--- src/rtl/spr_pkg.sv ---
package spr_pkg;
  localparam int HALF_W = 32;
  localparam int PTR_W  = 2 * HALF_W;

  typedef logic [HALF_W-1:0] half_t;
  typedef logic [PTR_W-1:0]  ptr_t;

  // Assemble a full pointer from its two halves.
  function automatic ptr_t join_halves(input half_t upper, input half_t lower);
    return {upper, lower};
  endfunction

  // Pick the lower half for a commit: the staged one if present, else the held one.
  function automatic half_t low_source(input logic pend, input half_t staged, input half_t held);
    return pend ? staged : held;
  endfunction

  // Select one half of a pointer for read-back.
  function automatic half_t read_half(input ptr_t v, input logic upper);
    return upper ? v[PTR_W-1:HALF_W] : v[HALF_W-1:0];
  endfunction
endpackage

--- src/rtl/spr_decode.sv ---
module spr_decode #(
  parameter int ADDR_W = 8,
  parameter logic [ADDR_W-1:0] LO_ADDR = 'h0,
  parameter logic [ADDR_W-1:0] HI_ADDR = 'h4
) (
  input  logic              en,
  input  logic [ADDR_W-1:0] wr_addr,
  input  logic [ADDR_W-1:0] rd_addr,
  output logic              lo_wr,
  output logic              hi_wr,
  output logic              rd_lo,
  output logic              rd_hi
);
  assign lo_wr = en && (wr_addr == LO_ADDR);
  assign hi_wr = en && (wr_addr == HI_ADDR);
  assign rd_lo = (rd_addr == LO_ADDR);
  assign rd_hi = (rd_addr == HI_ADDR);
endmodule

--- src/rtl/spr_stage.sv ---
module spr_stage
  import spr_pkg::*;
(
  input  logic  clk,
  input  logic  rst_n,
  input  logic  lo_wr,
  input  logic  hi_wr,
  input  half_t wdata,
  output half_t stage_q,
  output logic  pend_q
);
  always_ff @(posedge clk or negedge rst_n) begin
    if (!rst_n) begin
      stage_q <= '0;
      pend_q  <= 1'b0;
    end else if (lo_wr) begin
      stage_q <= wdata;
      pend_q  <= 1'b1;
    end else if (hi_wr) begin
      pend_q  <= 1'b0;
    end
  end
endmodule

--- src/rtl/spr_commit.sv ---
module spr_commit
  import spr_pkg::*;
#(
  parameter bit WIDE_EN = 1'b1
) (
  input  logic  clk,
  input  logic  rst_n,
  input  logic  lo_wr,
  input  logic  hi_wr,
  input  half_t wdata,
  input  half_t stage_lo,
  input  logic  pend,
  output ptr_t  ptr_q,
  output logic  upd_q,
  output logic  err_q
);
  generate
    if (WIDE_EN) begin : g_wide
      logic unused_lo;
      assign unused_lo = lo_wr;
      always_ff @(posedge clk or negedge rst_n) begin
        if (!rst_n) begin
          ptr_q <= '0;
          upd_q <= 1'b0;
          err_q <= 1'b0;
        end else begin
          upd_q <= hi_wr;
          if (hi_wr) begin
            ptr_q <= join_halves(wdata, low_source(pend, stage_lo, ptr_q[HALF_W-1:0]));
            if (!pend) err_q <= 1'b1;
          end
        end
      end
    end else begin : g_narrow
      logic unused_hi;
      assign unused_hi = ^{hi_wr, stage_lo, pend};
      always_ff @(posedge clk or negedge rst_n) begin
        if (!rst_n) begin
          ptr_q <= '0;
          upd_q <= 1'b0;
        end else begin
          upd_q <= lo_wr;
          if (lo_wr) ptr_q <= join_halves('0, wdata);
        end
      end
      assign err_q = 1'b0;
    end
  endgenerate
endmodule

--- src/rtl/split_ptr_reg.sv ---
module split_ptr_reg
  import spr_pkg::*;
#(
  parameter bit WIDE_EN = 1'b1,
  parameter int ADDR_W  = 8,
  parameter logic [ADDR_W-1:0] LO_ADDR = 'h0,
  parameter logic [ADDR_W-1:0] HI_ADDR = 'h4
) (
  input  logic              clk,
  input  logic              rst_n,
  input  logic              wr_en,
  input  logic [ADDR_W-1:0] wr_addr,
  input  logic [31:0]       wr_data,
  input  logic [ADDR_W-1:0] rd_addr,
  output logic [31:0]       rd_data,
  output logic [63:0]       ptr_value,
  output logic              ptr_update,
  output logic              order_err
);
  // Named internal events, visible to the bound checker.
  logic  lo_wr, hi_wr, rd_lo, rd_hi;
  half_t stage_lo;
  logic  stage_pend;
  ptr_t  ptr_q;

  spr_decode #(.ADDR_W(ADDR_W), .LO_ADDR(LO_ADDR), .HI_ADDR(HI_ADDR)) u_dec (
    .en(wr_en), .wr_addr(wr_addr), .rd_addr(rd_addr),
    .lo_wr(lo_wr), .hi_wr(hi_wr), .rd_lo(rd_lo), .rd_hi(rd_hi)
  );

  generate
    if (WIDE_EN) begin : g_stage
      spr_stage u_stage (
        .clk(clk), .rst_n(rst_n), .lo_wr(lo_wr), .hi_wr(hi_wr),
        .wdata(wr_data), .stage_q(stage_lo), .pend_q(stage_pend)
      );
    end else begin : g_nostage
      assign stage_lo   = '0;
      assign stage_pend = 1'b0;
    end
  endgenerate

  spr_commit #(.WIDE_EN(WIDE_EN)) u_commit (
    .clk(clk), .rst_n(rst_n), .lo_wr(lo_wr), .hi_wr(hi_wr), .wdata(wr_data),
    .stage_lo(stage_lo), .pend(stage_pend),
    .ptr_q(ptr_q), .upd_q(ptr_update), .err_q(order_err)
  );

  assign ptr_value = ptr_q;
  assign rd_data   = rd_lo ? read_half(ptr_q, 1'b0) :
                     rd_hi ? read_half(ptr_q, 1'b1) : '0;
endmodule

--- config.mk ---
export PLATFORM = sky130hd
export DESIGN_NAME = split_ptr_reg
export DESIGN_NICKNAME = d
export VERILOG_FILES = /design/src/rtl/spr_pkg.sv /design/src/rtl/spr_decode.sv /design/src/rtl/spr_stage.sv /design/src/rtl/spr_commit.sv /design/src/rtl/split_ptr_reg.sv
export SDC_FILE = /design/constraint.sdc
export NUM_CORES = 1
export LEC_CHECK = 0
export BUFFER_PORTS_ARGS = -buffer_cell sky130_fd_sc_hd__buf_2
export CORE_MARGIN = 5
export CORE_UTILIZATION = 45
export DETAILED_ROUTE_END_ITERATION = 7
export GPL_TIMING_DRIVEN = 0
export PLACE_DENSITY_LB_ADDON = 0.08
export SKIP_CTS_REPAIR_TIMING = 1
export SYNTH_ARGS = -nofsm -noshare
export SYNTH_HDL_FRONTEND = slang
export SYNTH_SLANG_ARGS = --single-unit
--- constraint.sdc ---
create_clock -name clk -period 2 [get_ports clk]
set_clock_uncertainty 0.15 [all_clocks]
set_input_delay 0.5 -clock clk [delete_from_list [all_inputs] [get_ports clk]]
set_output_delay 0.5 -clock clk [all_outputs]
set_load 0.05 [all_outputs]
* Yosys cells after proc, flatten, opt, wreduce, memory -nomap -nowiden *
Cells that the tools add are included.
Widths: inputs -> output; s select.

storage, ports and cells
  bits in registers = 99
  input bits = 51
  output and inout port bits = 98
  logic and storage cells = 20

operators by class
  equal/unequal tests = 2
  mux-type cells = 4
  bitwise gates (word level) = 1
  reductions and logical operators = 7

operator list
  kind                number
  $mux 32             2
  $eq 8x3->1 const B  2
  $logic_not 8->1     2
  $reduce_and 2->1    2
  $logic_and 1x1->1   2
  $mux 1              2
  $reduce_bool 2->1   1
  $not 1->1           1

* Depth between registers and ports, before layout *
  depth in word-level cells = 4
  gate-level depth with buffers = 5
  gate-level depth less buffers = 3

* By module *
From an unflattened synthesis, not the netlist that was laid out.

second synthesis, totals
  cells, all modules = 265
  area, all modules = 4365.4 µm²

by module, submodules not included
  module         instances  cells an instance  area an instance (µm²)  seq. area each (µm²)
  spr_commit     1          140                2563.7                  1651.6
  spr_stage      1          71                 1377.6                  825.8
  split_ptr_reg  1          44                 361.6                   0.0
  spr_decode     1          10                 62.6                    0.0

* Worst setup path after synthesis *
OpenSTA, ideal clock, no wires.

  path type = input to output
  from = input port rd_addr[2]
  to = output port rd_data[10]
  arrival = 1.963 ns
  data required time = 1.350 ns
  path slack = -0.613 ns
  stages = 4
  buffers on the path = 2
  cell sequence = clkbuf_1 -> buf_1 -> mux2i_1 -> nor2_1

on the way
  longest elaborated chain between the ends = 3
  elaborated cells between the ends (all ways) = 4
  those cells by class = eq/ne (1); mux (2); reduce/logical (1)

ends and longest elaborated chain
  element      line                 text
  from (decl)  split_ptr_reg.sv:14  input logic [ADDR_W-1:0] rd_addr,
  $eq 8x3->1   spr_decode.sv:17     assign rd_hi = (rd_addr == HI_ADDR);
  $mux 32      split_ptr_reg.sv:51  rd_hi ? read_half(ptr_q, 1'b1) : '0;
  $mux 32 (*)  split_ptr_reg.sv:50  assign rd_data = rd_lo ? read_half(ptr_q, 1'b0) :
  to (decl)    split_ptr_reg.sv:15  output logic [31:0] rd_data,

Every way passes the cells marked *; elsewhere a longest branch is shown, timed or not.

* Worst setup path after layout *
  from = input port rd_addr[1]
  to = output port rd_data[10]

Same word-level chain as after synthesis.

==> results_dict.tcl <==
set metrics [dict create \
    status "finished with violations" \
    gp_congestion 0.713 \
    post_route_cells_drive_above_1_share_pct 70.0 \
    synth_area_mm2 0.00430 \
    internal_power_uw 3060 \
    fin_crit_sh_pct 110 \
    start_util_pct 46.3 \
    grt.met2_usage_pct 28.4 \
    drt_iter0_markers 86 \
    die_h_um 108 \
    multi_input_area_mm2 0.00200 \
    final_core_util_pct 67.3 \
    yosys_warnings 0 \
    portBuffers 147 \
    post-synth-top-area-fraction_pct 57.6 \
    reg2reg_slack_ns 0.46 \
    cts_root_buf "clkbuf_8" \
    die_x_um 108 \
    nets 511 \
    hpwl_um 7200 \
    antenna_found_initial 1 \
    area.growth.synth_to_final_pct 45.4 \
    ys_types 21 \
    p_seq_share_pct 52.3 \
    n_antenna_cell 0 \
    cts_tree "yes" \
    first_global_vias 2952 \
    clock_sinks 99 \
    cp_max_fo 10 \
    synth_area_per_cell_um2 14.8 \
    max_freq_mhz 454 \
    vias 2946 \
    num_rows 35 \
    violations "negative hold slack, negative setup slack" \
    p_sw_share_pct 24.0 \
    drtAntennaViolNets 0 \
    met3_usage_pct 4.32 \
    period_needed_ns 2.20 \
    crit_required_ns 1.35 \
    powerDensity_mw_per_mm2 644 \
    fillers 739 \
    fp.coreArea_mm2 0.00928 \
    p_sw_uw 966 \
    synth-seq-area-share_pct 57.6 \
    timing.rr.end "u_commit.ptr_q[0]$_DFFE_PN0P_" \
    setup_slack_ns -0.204 \
    cts_buffer_depth 2 \
    place_inst 567 \
    wl_um 10100 \
    layout_commonest_cell "buf_2" \
    r2r_start "g_stage.u_stage.pend_q$_DFFE_PN0P_" \
    drc_errors 0 \
    use_met1_pct 22.7 \
    synth_area_leader_cell "dfrtp_1" \
    synth_cells 290 \
    mostFrequentLayoutCells "111 x buf_2, 99 x dfrtp_1, 65 x mux2_2" \
    relSlewSlack_pct 63.7 \
    track_usage_pct 17.3 \
    busiest_layer "met2" \
    reg2reg_depth 6 \
    wl_per_cell_um 17.0 \
    worstMarginPinSlew_ns 0.544 \
    die_area_mm2 0.0116 \
    maxSlewViolCount 0 \
    cts-htree-levels 3 \
    maxCapViolations 0 \
    p_leak_uw 0.00336 \
    critPathKind "primary input to output pin" \
    firstDrtPassIters 4 \
    grt_max_degree 60 \
    clock_latency_ns 0.35 \
    io_pins 149 \
    seq_area_mm2 0.00248 \
    worstSetupEndpointType "output pin" \
    clkPwrFrac_pct 37.3 \
    clk_pin_slew_ns 0.09 \
    finalSetupViolCount 60 \
    ys_ff_latch 99 \
    startpoint_type "primary input" \
    whs_ns -0.0224 \
    cts_buffers 9 \
    ir_drop_mv 0.420 \
    layout.cells.non_filler 593 \
    overflow 0 \
    rsz0062_at_grt "true" \
    netlist_top_cells_area "dfrtp_1 58%, mux2_2 17%, mux2_4 9.8%" \
    critical_path_arrival_ns 1.55 \
    hold_violations 33 \
    avgViaCountPerCell 4.97 \
    min-delay-path-class "primary input to asynchronous set/reset pin" \
    power_frac_comb_pct 10.4 \
    synth_fp_nets 341 \
    grt_pass1_wl_um 15600 \
]
[through the flow]
step | area [µm²] | TNS (ns) | total power [µW] | setup WS, ns
after floorplan | 4650 | -22.18 | 2390 | -0.263
after global placement | 5540 | -127.85 | 2540 | -0.721
after detailed placement | 5570 | -57.32 | 2560 | -0.648
after CTS | 5810 | -20.13 | 4080 | -0.387
after global routing | 6250 | -9.61 | 4200 | -0.256
final | 6250 | -8.46 | 4020 | -0.204
[power by group through the flow]
| stage | sequential, µW | clock, µW | combinational (µW) |
|---|---|---|---|
| floorplan | 2250 | 0 | 137 |
| global placement | 2140 | 0 | 403 |
| detailed placement | 2140 | 0 | 416 |
| CTS | 2100 | 1560 | 416 |
| global route | 2110 | 1630 | 448 |
| finish | 2100 | 1500 | 417 |
[Yosys cell counts]
library cell  instances
dfrtp_1              99
mux2_2               66
mux2i_1              32
nor2_1               32
mux2_4               28
buf_2                 6
buf_6                 4
clkbuf_1              4
buf_1                 3
inv_1                 2
mux2_1                2
nand2_1               2
nor3_2                2
nand2b_1              1
nor3_1                1
nor4_1                1
o21ai_0               1
o21bai_1              1
or3_1                 1
or4_1                 1
or4b_4                1
[cells by family (layout without fill, tap and decap cells)]
family,count (synthesis),after routing,synth area share (%)
flops,99,99,57.6
buf+inv,19,193,2.53
compound gates,2,2,0.291
simple gates,42,42,4.48
mux,128,128,35.1
[critical path, stage by stage]
cell	delay, ns
buf_6	0.09
nor4_4	0.30
nand2_4	0.15
clkbuf_16	0.23
nor2_4	0.11
buf_6	0.16
[layer usage]
layer  wire length, µm  share of wire [%]
met3               559                5.6
met5                13               0.13
met2              5040                 50
met4               102                1.0
met1              4340                 43
[sequential cells by signal (all words and copies together) (netlist names)]
signal and count:
u_commit.ptr_q 64, u_commit.upd_q 1, u_commit.err_q 1, g_stage.u_stage.stage_q 32, g_stage.u_stage.pend_q 1
[area by class of cell]
class                      instances  area share, %
sequential                        99           39.6
multi-input combinational        172           32.1
timing repair buffer             159           17.9
buffer                            17           3.92
tap                              129           2.58
clock buffer                       9           1.98
clock inverter                     6           1.80
inverter                           2          0.120
[worst max path at each step]
stage,slack [ns],cells after the start,start,end
final,-0.20,6,rd_addr[1],rd_data[10]
after global routing,-0.26,6,rd_addr[1],rd_data[10]
after CTS,-0.39,6,rd_addr[1],rd_data[29]
after detailed placement,-0.65,5,wr_addr[4],g_stage.u_stage.stage_q[24]$_DFFE_PN0P_
after global placement,-0.72,1,rst_n,g_stage.u_stage.stage_q[26]$_DFFE_PN0P_
after floorplan,-0.26,5,wr_addr[4],u_commit.ptr_q[35]$_DFFE_PN0P_
Note: power is estimated with default switching activity, not from simulation.
